--- src/rtl/in_xmit_pkg.sv ---
package in_xmit_pkg;

    localparam int WORD_W = 16;
    localparam int BYTE_W = 8;

    typedef enum logic [1:0] {
        ST_OFF   = 2'b00,
        ST_STALL = 2'b01,
        ST_NAK   = 2'b10,
        ST_VALID = 2'b11
    } ep_stat_e;

    localparam logic [7:0] PID_DATA0 = 8'hC3;
    localparam logic [7:0] PID_DATA1 = 8'h4B;
    localparam logic [7:0] PID_NAK   = 8'h5A;
    localparam logic [7:0] PID_STALL = 8'h1E;

    // per-endpoint software-visible state
    typedef struct packed {
        logic     flag;
        logic     tog;
        ep_stat_e stat;
    } ep_state_t;

    // descriptor entry as delivered by the descriptor memory
    typedef struct packed {
        logic [WORD_W-1:0] addr;
        logic [WORD_W-1:0] count;
    } bd_entry_t;

    typedef enum logic [3:0] {
        S_IDLE, S_HSK, S_BDREQ, S_BDCAP, S_PID, S_FETCH,
        S_LATCH, S_LO, S_HI, S_CRC_L, S_CRC_H, S_WACK
    } seq_e;

    // reflected CRC16 update for one byte, LSB first
    function automatic logic [15:0] crc16_byte(input logic [15:0] c, input logic [7:0] d);
        logic [15:0] r;
        r = c;
        for (int b = 0; b < 8; b++) begin
            if (r[0] ^ d[b]) r = (r >> 1) ^ 16'hA001;
            else             r = r >> 1;
        end
        return r;
    endfunction

endpackage

--- src/rtl/in_xmit_crc.sv ---
module in_xmit_crc
    import in_xmit_pkg::*;
(
    input  logic              clk,
    input  logic              rst,
    input  logic              clear,
    input  logic              en,
    input  logic [BYTE_W-1:0] din,
    output logic [15:0]       crc_q
);
    always_ff @(posedge clk) begin
        if (rst || clear) crc_q <= 16'hFFFF;
        else if (en)      crc_q <= crc16_byte(crc_q, din);
    end
endmodule

--- src/rtl/in_xmit_epbank.sv ---
module in_xmit_epbank
    import in_xmit_pkg::*;
#(
    parameter int NUM_EP = 4,
    parameter int EPW    = 2
)(
    input  logic                   clk,
    input  logic                   rst,
    input  logic                   wr_en,
    input  logic [EPW-1:0]         wr_ep,
    input  logic [5:0]             wr_data,
    input  logic [EPW-1:0]         rd_ep,
    output logic [3:0]             rd_data,
    input  logic                   ack_fire,
    input  logic [EPW-1:0]         ack_ep,
    output ep_state_t [NUM_EP-1:0] ep_q,
    output logic                   irq,
    output logic [EPW-1:0]         irq_ep
);
    ep_state_t st_r [NUM_EP];

    for (genvar i = 0; i < NUM_EP; i++) begin : g_ep
        logic hit_ack, hit_wr;
        assign hit_ack = ack_fire && (ack_ep == EPW'(i));
        assign hit_wr  = wr_en && (wr_ep == EPW'(i));

        always_ff @(posedge clk) begin
            if (rst) begin
                st_r[i] <= '0;
            end else if (hit_ack) begin
                st_r[i].tog  <= ~st_r[i].tog;
                st_r[i].stat <= ST_NAK;
                st_r[i].flag <= 1'b1;
            end else if (hit_wr) begin
                if (wr_data[4]) st_r[i].stat <= ep_stat_e'(wr_data[1:0]);
                if (wr_data[5]) st_r[i].tog  <= wr_data[2];
                if (!wr_data[3]) st_r[i].flag <= 1'b0;
            end
        end

        // ACK flips toggle, forces NAK and flags completion together
        p_ack_update_r7: assert property (@(posedge clk) disable iff (rst)
            hit_ack |=> (st_r[i].stat == ST_NAK) && st_r[i].flag && (st_r[i].tog != $past(st_r[i].tog)));

        // a write without enables only touches the flag
        p_flag_only_r10: assert property (@(posedge clk) disable iff (rst)
            (hit_wr && !hit_ack && !wr_data[4] && !wr_data[5])
            |=> $stable(st_r[i].stat) && $stable(st_r[i].tog));

        assign ep_q[i] = st_r[i];
    end

    assign rd_data = st_r[rd_ep];

    always_comb begin
        irq    = 1'b0;
        irq_ep = '0;
        for (int i = NUM_EP - 1; i >= 0; i--) begin
            if (st_r[i].flag) begin
                irq    = 1'b1;
                irq_ep = EPW'(i);
            end
        end
    end
endmodule

--- src/rtl/in_xmit_seq.sv ---
module in_xmit_seq
    import in_xmit_pkg::*;
#(
    parameter int NUM_EP = 4,
    parameter int EPW    = 2
)(
    input  logic                   clk,
    input  logic                   rst,
    input  logic                   tok_valid,
    input  logic [EPW-1:0]         tok_ep,
    input  ep_state_t [NUM_EP-1:0] ep_q,
    output logic                   desc_rd_en,
    output logic [EPW-1:0]         desc_rd_ep,
    input  logic [2*WORD_W-1:0]    desc_rd_data,
    output logic                   pm_rd_en,
    output logic [WORD_W-1:0]      pm_rd_addr,
    input  logic [WORD_W-1:0]      pm_rd_data,
    output logic                   tx_valid,
    output logic [BYTE_W-1:0]      tx_data,
    output logic                   tx_last,
    input  logic                   tx_ready,
    input  logic                   host_ack,
    input  logic                   hs_timeout,
    input  logic [15:0]            crc_q,
    output logic                   crc_clear,
    output logic                   crc_en,
    output logic                   ack_fire,
    output logic [EPW-1:0]         ack_ep
);
    seq_e              st;
    logic [EPW-1:0]    cur_ep;
    logic              cur_tog;
    logic [7:0]        hs_pid;
    logic [WORD_W-1:0] ptr;
    logic [WORD_W-1:0] cnt;
    logic [WORD_W-1:0] word;
    bd_entry_t         bd;
    ep_state_t         tok_st;

    assign bd     = bd_entry_t'(desc_rd_data);
    assign tok_st = ep_q[tok_ep];
    logic take;
    assign take   = tx_valid && tx_ready;

    always_ff @(posedge clk) begin
        if (rst) begin
            st      <= S_IDLE;
            cur_ep  <= '0;
            cur_tog <= 1'b0;
            hs_pid  <= '0;
            ptr     <= '0;
            cnt     <= '0;
            word    <= '0;
        end else begin
            unique case (st)
                S_IDLE: if (tok_valid) begin
                    cur_ep  <= tok_ep;
                    cur_tog <= tok_st.tog;
                    unique case (tok_st.stat)
                        ST_VALID: st <= S_BDREQ;
                        ST_NAK:   begin hs_pid <= PID_NAK;   st <= S_HSK; end
                        ST_STALL: begin hs_pid <= PID_STALL; st <= S_HSK; end
                        default:  st <= S_IDLE;
                    endcase
                end
                S_HSK:   if (take) st <= S_IDLE;
                S_BDREQ: st <= S_BDCAP;
                S_BDCAP: begin
                    ptr <= bd.addr;
                    cnt <= bd.count;
                    st  <= S_PID;
                end
                S_PID:   if (take) st <= (cnt == '0) ? S_CRC_L : S_FETCH;
                S_FETCH: st <= S_LATCH;
                S_LATCH: begin
                    word <= pm_rd_data;
                    ptr  <= ptr + 1'b1;
                    st   <= S_LO;
                end
                S_LO: if (take) begin
                    cnt <= cnt - 1'b1;
                    st  <= (cnt == 16'd1) ? S_CRC_L : S_HI;
                end
                S_HI: if (take) begin
                    cnt <= cnt - 1'b1;
                    st  <= (cnt == 16'd1) ? S_CRC_L : S_FETCH;
                end
                S_CRC_L: if (take) st <= S_CRC_H;
                S_CRC_H: if (take) st <= S_WACK;
                S_WACK:  if (host_ack || hs_timeout) st <= S_IDLE;
                default: st <= S_IDLE;
            endcase
        end
    end

    always_comb begin
        unique case (st)
            S_HSK:   tx_data = hs_pid;
            S_PID:   tx_data = cur_tog ? PID_DATA1 : PID_DATA0;
            S_LO:    tx_data = word[7:0];
            S_HI:    tx_data = word[15:8];
            S_CRC_L: tx_data = ~crc_q[7:0];
            S_CRC_H: tx_data = ~crc_q[15:8];
            default: tx_data = '0;
        endcase
    end

    assign tx_valid   = (st == S_HSK) || (st == S_PID) || (st == S_LO) ||
                        (st == S_HI) || (st == S_CRC_L) || (st == S_CRC_H);
    assign tx_last    = (st == S_HSK) || (st == S_CRC_H);
    assign desc_rd_en = (st == S_BDREQ);
    assign desc_rd_ep = cur_ep;
    assign pm_rd_en   = (st == S_FETCH);
    assign pm_rd_addr = ptr;
    assign crc_clear  = (st == S_BDCAP);
    assign crc_en     = take && ((st == S_LO) || (st == S_HI));
    assign ack_fire   = (st == S_WACK) && host_ack;
    assign ack_ep     = cur_ep;

    // an offered byte is held until taken
    p_hold_r11: assert property (@(posedge clk) disable iff (rst)
        (tx_valid && !tx_ready) |=> tx_valid && $stable(tx_data) && $stable(tx_last));

    // a disabled endpoint leaves the engine idle
    p_off_silent_r6: assert property (@(posedge clk) disable iff (rst)
        (st == S_IDLE && tok_valid && tok_st.stat == ST_OFF) |=> !tx_valid && !desc_rd_en);

    // a handshake is one byte and is followed by silence
    p_hsk_single_r5: assert property (@(posedge clk) disable iff (rst)
        (st == S_HSK && tx_ready) |=> !tx_valid && !desc_rd_en && !pm_rd_en);

    // no word is fetched once the byte count is exhausted
    p_no_overread_r3: assert property (@(posedge clk) disable iff (rst)
        pm_rd_en |-> (cnt != '0));

    // one descriptor read per data packet
    p_one_bdread_r1: assert property (@(posedge clk) disable iff (rst)
        desc_rd_en |=> !desc_rd_en);
endmodule

--- src/rtl/in_xmit_engine.sv ---
module in_xmit_engine
    import in_xmit_pkg::*;
#(
    parameter int NUM_EP = 4,
    localparam int EPW   = (NUM_EP > 1) ? $clog2(NUM_EP) : 1
)(
    input  logic           clk,
    input  logic           rst,
    input  logic           tok_valid,
    input  logic [EPW-1:0] tok_ep,
    output logic           desc_rd_en,
    output logic [EPW-1:0] desc_rd_ep,
    input  logic [31:0]    desc_rd_data,
    output logic           pm_rd_en,
    output logic [15:0]    pm_rd_addr,
    input  logic [15:0]    pm_rd_data,
    output logic           tx_valid,
    output logic [7:0]     tx_data,
    output logic           tx_last,
    input  logic           tx_ready,
    input  logic           host_ack,
    input  logic           hs_timeout,
    input  logic           sw_wr_en,
    input  logic [EPW-1:0] sw_wr_ep,
    input  logic [5:0]     sw_wr_data,
    input  logic [EPW-1:0] sw_rd_ep,
    output logic [3:0]     sw_rd_data,
    output logic           irq,
    output logic [EPW-1:0] irq_ep,
    output logic           irq_dir
);
    ep_state_t [NUM_EP-1:0] ep_q;
    logic                   ack_fire;
    logic [EPW-1:0]         ack_ep;
    logic [15:0]            crc_q;
    logic                   crc_clear, crc_en;

    in_xmit_epbank #(.NUM_EP(NUM_EP), .EPW(EPW)) bank_i (
        .clk(clk), .rst(rst),
        .wr_en(sw_wr_en), .wr_ep(sw_wr_ep), .wr_data(sw_wr_data),
        .rd_ep(sw_rd_ep), .rd_data(sw_rd_data),
        .ack_fire(ack_fire), .ack_ep(ack_ep),
        .ep_q(ep_q), .irq(irq), .irq_ep(irq_ep)
    );

    in_xmit_seq #(.NUM_EP(NUM_EP), .EPW(EPW)) seq_i (
        .clk(clk), .rst(rst),
        .tok_valid(tok_valid), .tok_ep(tok_ep), .ep_q(ep_q),
        .desc_rd_en(desc_rd_en), .desc_rd_ep(desc_rd_ep), .desc_rd_data(desc_rd_data),
        .pm_rd_en(pm_rd_en), .pm_rd_addr(pm_rd_addr), .pm_rd_data(pm_rd_data),
        .tx_valid(tx_valid), .tx_data(tx_data), .tx_last(tx_last), .tx_ready(tx_ready),
        .host_ack(host_ack), .hs_timeout(hs_timeout),
        .crc_q(crc_q), .crc_clear(crc_clear), .crc_en(crc_en),
        .ack_fire(ack_fire), .ack_ep(ack_ep)
    );

    in_xmit_crc crc_i (
        .clk(clk), .rst(rst), .clear(crc_clear), .en(crc_en),
        .din(tx_data), .crc_q(crc_q)
    );

    assign irq_dir = 1'b1;
endmodule

--- config.mk ---
export PLATFORM = sky130hd
export DESIGN_NAME = in_xmit_engine
export DESIGN_NICKNAME = d
export VERILOG_FILES = /design/src/rtl/in_xmit_pkg.sv /design/src/rtl/in_xmit_crc.sv /design/src/rtl/in_xmit_epbank.sv /design/src/rtl/in_xmit_seq.sv /design/src/rtl/in_xmit_engine.sv
export SDC_FILE = /design/constraint.sdc
export NUM_CORES = 1
export LEC_CHECK = 0
export ABC_CLOCK_PERIOD_IN_PS = 2900
export BUFFER_PORTS_ARGS = -buffer_cell sky130_fd_sc_hd__buf_2
export CAP_MARGIN = 20
export CORE_AREA = 2 2 76 132
export CTS_BUF_LIST = sky130_fd_sc_hd__clkbuf_4
export DETAILED_ROUTE_END_ITERATION = 12
export DIE_AREA = 0 0 78 134
export GPL_TIMING_DRIVEN = 0
export PLACE_DENSITY = 0.84
export SETUP_SLACK_MARGIN = 0.1
export SYNTH_ARGS = -nofsm -noshare
export SYNTH_HDL_FRONTEND = slang
export SYNTH_SLANG_ARGS = --single-unit
--- constraint.sdc ---
create_clock -name clk -period 2.9 [get_ports clk]
set_clock_uncertainty 0.05 [all_clocks]
set_input_delay 0.58 -clock clk [delete_from_list [all_inputs] [get_ports clk]]
set_output_delay 0.58 -clock clk [all_outputs]
set_load 0.05 [all_outputs]
# Word level (Yosys, flattened, before mapping)
# Memory sizes are Yosys's and may differ from the RTL's.
# Cells that the tools add are included.
[totals]
elab_cells = 261
regBits = 79
n_memories = 1
ramBits = 16
inputBits = 67
output_inout_bits = 38
[memory_table]
columns = ["memory", "words", "width", "rd", "rd_clocked_by_memory_dff", "write_ports", "line_no", "rtl"]
rows = [
  ["bank_i.st_r", 4, 4, 5, 0, 4, "in_xmit_epbank.sv:20", "ep_state_t st_r [NUM_EP];"],
]
[op_classes]
reduce_logical = 33
add_sub_neg = 2
eq_ne = 30
n_lt_le_gt_ge = 1
mux = 140
bitwise = 46
[op_table]
columns = ["op", "count"]
rows = [
  ["16-bit 2-to-1 mux", 23],
  ["1-bit 2-to-1 mux", 86],
  ["16-bit one-hot mux with 2 select lines", 2],
  ["4-bit one-hot mux with 12 select lines", 1],
  ["8-bit one-hot mux with 6 select lines", 1],
  ["4-bit 2-to-1 mux", 10],
  ["2-bit 2-to-1 mux", 12],
  ["2-bit NOT with 3-bit output", 8],
  ["1-bit OR", 24],
  ["16-bit by 1-bit adder with 16-bit output (second input constant)", 1],
  ["16-bit by 1-bit equality test with 1-bit output (second input constant)", 1],
  ["4-bit by 3-bit equality test with 1-bit output (second input constant)", 4],
  ["4-bit equality test (second input constant)", 4],
  ["16-bit logical NOT", 1],
  ["2-bit by 1-bit != test with 1-bit output (second input constant)", 8],
  ["8-bit NOT", 2],
  ["8-bit one-hot mux with 2 select lines", 1],
  ["16-bit by 1-bit subtractor with 16-bit output (second input constant)", 1],
  ["2-bit equality test (second input constant)", 6],
  ["1-bit logical AND", 11],
  ["1-bit logical OR", 9],
  ["4-bit binary-select mux with 2-bit select", 1],
  ["4-bit by 2-bit equality test with 1-bit output (second input constant)", 2],
  ["8-bit 2-to-1 mux", 1],
  ["15 further kinds", 32],
]

# Depth between registers and ports, before layout
[depth]
word_depth = 36
depth_mapped = 11
ltp_nobuf = 10

# By module
# Synthesis repeated with hierarchy kept, for this count alone.
[hier_totals]
cells_unflattened = 674
area_unflattened_um2 = 5556.6
[by_module_without_submodules]
columns = ["module", "cells_per_inst", "seq_area_each_um2", "area_per_inst_um2", "n_inst"]
rows = [
  ["in_xmit_seq", 487, 1161.1, 3622.2, 1],
  ["in_xmit_crc", 99, 320.3, 991.0, 1],
  ["in_xmit_epbank", 86, 480.5, 932.1, 1],
  ["in_xmit_engine", 2, 0.0, 11.3, 1],
]

# Least setup slack after synthesis
# Ideal clock, no wire load.
[synth_timing]
path_type = "register to register"
start = "register seq_i.st[1]"
end = "register crc_i.crc_q[0]"
required_time_ns = 2.777
path_slack_ns = -0.528
arrival_time_ns = 3.305
setup_ns = 0.073
stages_incl_launch_ff = 9
path_cell_list = "dfxtp_1 buf_2 nand2b_1 o311ai_1 xor2_1 xnor2_1 xnor3_2 and3b_1 nor3_2"
[synth_between]
word_cells_on_any_way = 47
[synth_lines]
columns = ["element", "line_no", "rtl"]
rows = [
  ["from (decl)", "in_xmit_seq.sv:30", "seq_e st;"],
  ["from (signal assigned)", "in_xmit_seq.sv:73", "S_PID: if (take) st <= (cnt == '0) ? S_CRC_L : S_FETCH;"],
  ["from (signal assigned)", "in_xmit_seq.sv:82", "st <= (cnt == 16'd1) ? S_CRC_L : S_HI;"],
  ["from (signal assigned)", "in_xmit_seq.sv:86", "st <= (cnt == 16'd1) ? S_CRC_L : S_FETCH;"],
  ["4-bit equality test, or another cell as far along", "in_xmit_seq.sv:97", "unique case (st)"],
  ["8-bit one-hot mux with 6 select lines (*)", "in_xmit_seq.sv:97", ""],
  ["net tx_data[2]", "in_xmit_engine.sv:18", "output logic [7:0] tx_data,"],
  ["1-bit XOR (*)", "in_xmit_pkg.sv:41", "if (r[0] ^ d[b]) r = (r >> 1) ^ 16'hA001;"],
  ["16-bit 2-to-1 mux (*)", "in_xmit_pkg.sv:41", ""],
  ["16-bit 2-to-1 mux (*)", "in_xmit_crc.sv:13", "else if (en) crc_q <= crc16_byte(crc_q, din);"],
  ["16-bit 2-to-1 mux (*)", "in_xmit_crc.sv:12", "if (rst || clear) crc_q <= 16'hFFFF;"],
  ["1-bit XOR (*)", "in_xmit_pkg.sv:41", ""],
  ["(+9 left out)", "-", ""],
  ["16-bit 2-to-1 mux (*)", "in_xmit_crc.sv:13", ""],
  ["16-bit 2-to-1 mux (*)", "in_xmit_crc.sv:12", ""],
  ["1-bit XOR (*)", "in_xmit_pkg.sv:41", ""],
  ["16-bit 2-to-1 mux (*)", "in_xmit_pkg.sv:41", ""],
  ["16-bit 2-to-1 mux (*)", "in_xmit_crc.sv:13", ""],
  ["16-bit 2-to-1 mux (*)", "in_xmit_crc.sv:12", ""],
  ["1-bit XOR (*)", "in_xmit_pkg.sv:41", ""],
  ["16-bit 2-to-1 mux (*)", "in_xmit_pkg.sv:41", ""],
  ["to (signal assigned)", "in_xmit_crc.sv:13", ""],
  ["to (decl)", "in_xmit_crc.sv:9", "output logic [15:0] crc_q"],
]
# Mark *: on every way through the listed nets, which the timed path passes. The rest lies on a longest branch. The select of a mux whose other input is x is not followed.
# A chain may end at the register's enable or synchronous reset.

# Worst setup path in the final report
[layout_timing]
start = "register seq_i.st[3]"
end = "output port tx_data[4]"
[layout_between]
elab_chain_len = 2
word_cells_on_any_way = 7
[layout_lines]
columns = ["element", "line_no"]
rows = [
  ["4-bit equality test, or another cell as far along", "in_xmit_seq.sv:97"],
  ["8-bit one-hot mux with 6 select lines (*)", "in_xmit_seq.sv:97"],
  ["to (decl)", "in_xmit_engine.sv:18"],
]
# Mark *: on every way between the ends. The rest lies on a longest branch, timed or not.

==> results.md <==
- Status: completed
- Worst EP required: 2.27 ns
- Sw frac: 49.2%
- Hold crit path type: in -> reg
- Max Fanout on Critical Path: 10
- # hold bufs at CTS: 0
- #FFs+latches synth: 90
- Fillers: 841
- Area Overhead vs Synth: 19.0%
- Compound-Gate Fraction of Synth Area: 21.4%
- Synth cell types: 66
- Vias in the first global route: 5698
- 1st-pass router iterations: 6
- CP peak stage delay: 0.43 ns
- Flop pwr share: 30.0%
- Num rows: 47
- CP endpoint kind: primary output
- Kind of cell adding the most delay to the critical path: compound AO/OA/AOI/OAI gates
- Post-Synth Simple-Gate Area: 28.5%
- Switching power: 0.00269 W
- Comb pwr share: 58.6%
- WL/cell: 19.4 um
- Crit Path Class: reg -> out
- First-pass GRT wire length: 28000 um
- I/O pin total: 105
- Grt ovf: 0
- Main combinational cell family by area after synthesis: simple AND/OR/NAND/NOR gates
- Initial antenna violation count: 1
- Post-synth top cells: 125 x nand2_1, 94 x nor2_1, 74 x dfxtp_1
- Final Util: 67.2%
- Vias per Instance: 6.30
- Clock transition at path regs: 0.14 ns
- Final Cycle Share: 97.8%
- Routed wire length: 18300 um
- Final hold violations: 0
- Post-synth top flop: dfxtp_1
- # nets final: 887
- Maximum vdd drop: 0.000746 V
- CP startpoint kind: register
- Total GRT Usage: 34.3%
- # DRC: 0
- Die width: 78 um
- Dpl cells: 920
- Pin count of the biggest net entering global routing: 16
- Synth top area share: 27.9%
- Unrepaired setup endpoints after global routing: true
- Setup violators final: 0
- Slowest-stage cell, CP: a211oi_1
- Die height: 134 um
- Finished Layout Cells: 943
- CTS Sinks: 90
- Synthesized netlist cell count: 696
- Worst relative slew slack: 51.6%
- RePlAce Congestion: 1.03
- Post-synthesis sequential area ratio: 36.9%
- Clk pwr share: 11.4%
- 1st-iter DRT viols: 464
- XOR/XNOR share of the synthesized area: 3.08%
- Worst-Margin Slew: 0.727 ns
- ANT nets after route: 0
- Total core area: 0.00941 sq mm
- Synthesized Nets: 768
- Worst-case clock buffer depth: 2
- Layout cells sized above 1: 22.7%
- Final Power: 0.00546 W
- CTS buffer count: 9
- Via count: 5943
- Main area contributors after synthesis: dfxtp_1 28%, edfxtp_1 9.0%, nand2_1 8.8%, nor2_1 6.6%, a21oi_1 5.8%
- Fmax: 0.352 GHz
- H-tree levels: 3
- Number of max-cap violations: 0
- Count leader, synth: nand2_1
- Post-DP HPWL: 13700 um
- Root Driver: clkbuf_4
- PortBufs: 101
- Mux contribution to synthesized area: 4.16%
- P_leak: 2.61 nW
- Buf/Inv on CP: 2
- Synth area leader: dfxtp_1
- Adder-cell share of the synthesized area: 1.18%
- Internal power: 0.00277 W
- Starting Density: 56.5%
- YS warnings: 0
- Cell Chain, Critical Path: buf_4, nand2b_1, a211oi_1, a221o_1, clkbuf_4
- Count of pins over their slew limit: 0
- Syn_area_per_cell: 7.64 sq um
- Tmin final: 2.84 ns
- Die area: 0.0105 sq mm
- Cell Pwr Density: 863 mW/mm^2
- Asr flop ratio synth: 0%
- Synthesized area: 0.00532 sq mm
- Worst Path Arrival: 2.21 ns
- Clock Latency Late Sink: 0.46 ns
- Post-synth EDFFs: 16
- CTS tree: yes
-- power groups by stage --
stage / logic (W) / clock network, W / registers, W
after CTS: 0.00290 / 0.000621 / 0.00162
after floorplan: 0.00206 / 0 / 0.00165
after global placement: 0.00276 / 0 / 0.00163
after detailed placement: 0.00282 / 0 / 0.00164
final: 0.00320 / 0.000621 / 0.00164
after global routing: 0.00340 / 0.000665 / 0.00165
-- layout by cell type, fill, tap and decap left out, types with 6 or more instances in the layout --
cell type	n
nand2_1	124
buf_2	101
nor2_1	92
dfxtp_1	71
a21oi_1	60
o21ai_0	33
nor3_1	31
clkbuf_1	26
nand3_1	24
edfxtp_1	16
buf_4	15
o211ai_1	13
inv_1	11
a211oi_1	11
clkbuf_4	11
nand2b_1	7
mux4_2	7
or2_2	7
a22oi_1	7
and3_1	7
a31oi_1	7
xor2_1	6
a221oi_1	6
-- area by class of cell --
cell class,instances,area (sq um),share of cell area [%]
repair buffers,108,566,8.94
clock inverters,6,35.0,0.554
inverters,11,41.3,0.653
well taps,122,153,2.41
clock buffers,10,75.1,1.19
plain buffers,47,246,3.90
flip-flops and latches,90,1970,31.1
multi-input cells,548,3240,51.2
diodes,1,2.50,0.0395
-- layer usage --
layer  vias up  GRT usage [%]  wire (um)
met3        81           5.38       1120
met2       331           62.1       9570
met4         0           21.9       1210
met5         -              0          0
met1      2811           36.2       6400
li1       2720              -          -
-- flip-flops by register name, summed over array words and instances, names as in the netlist --
name / cells
bank_i.st_r: 16
crc_i.crc_q: 16
seq_i.cnt: 16
seq_i.pm_rd_addr: 16
seq_i.word: 16
seq_i.st: 4
seq_i.hs_pid: 3
seq_i.ack_ep: 2
seq_i.cur_tog: 1
-- worst min-delay path, delay by kind of cell --
kind | cells | cell delay [ns]
buffers and inverters | 1 | 0.09
AO/OA/AOI/OAI | 1 | 0.05
AND/OR/NAND/NOR | 1 | 0.04
-- cell families after synthesis --
| family | after synthesis |
|---|---|
| compound gates | 180 |
| flops | 90 |
| buf+inv | 58 |
| fa+ha+maj | 5 |
| other cells | 1 |
| simple gates | 332 |
| mux | 13 |
| xor+xnor | 17 |
-- metrics by stage --
| step | TNS (ns) | worst slack, ns | cell area, sq um | hold slack [ns] |
|---|---|---|---|---|
| CTS | 0 | 0.102 | 6200 | 0.288 |
| global placement | -5.51 | -0.323 | 6000 | 0.408 |
| floorplan | 0 | 0.154 | 5350 | 0.382 |
| global route | -0.0421 | -0.0220 | 6330 | 0.293 |
| detailed placement | -0.183 | -0.0889 | 6010 | 0.414 |
| finish | 0 | 0.0628 | 6330 | 0.296 |
-- final timing paths --
check / start / to / slack (ns) / depth (start not counted)
setup / recovery: seq_i.st[3] / tx_data[4] / 0.06 / 5
hold / removal: pm_rd_data[1] / seq_i.word[1] / 0.30 / 3
setup reg to reg: seq_i.st[3] / crc_i.crc_q[0] / 0.08 / 9
hold reg to reg: seq_i.word[3] / seq_i.word[3] / 0.43 / 2
-- what timing repair did --
| action | CTS | global route |
|---|---|---|
| gates cloned | 0 | 0 |
| gates resized for setup | 25 | 25 |
| pin swaps | 1 | 6 |
| endpoints found under the setup margin | 21 | 24 |
| buffers inserted | 1 | 5 |
(Power assumes the default switching activity.)
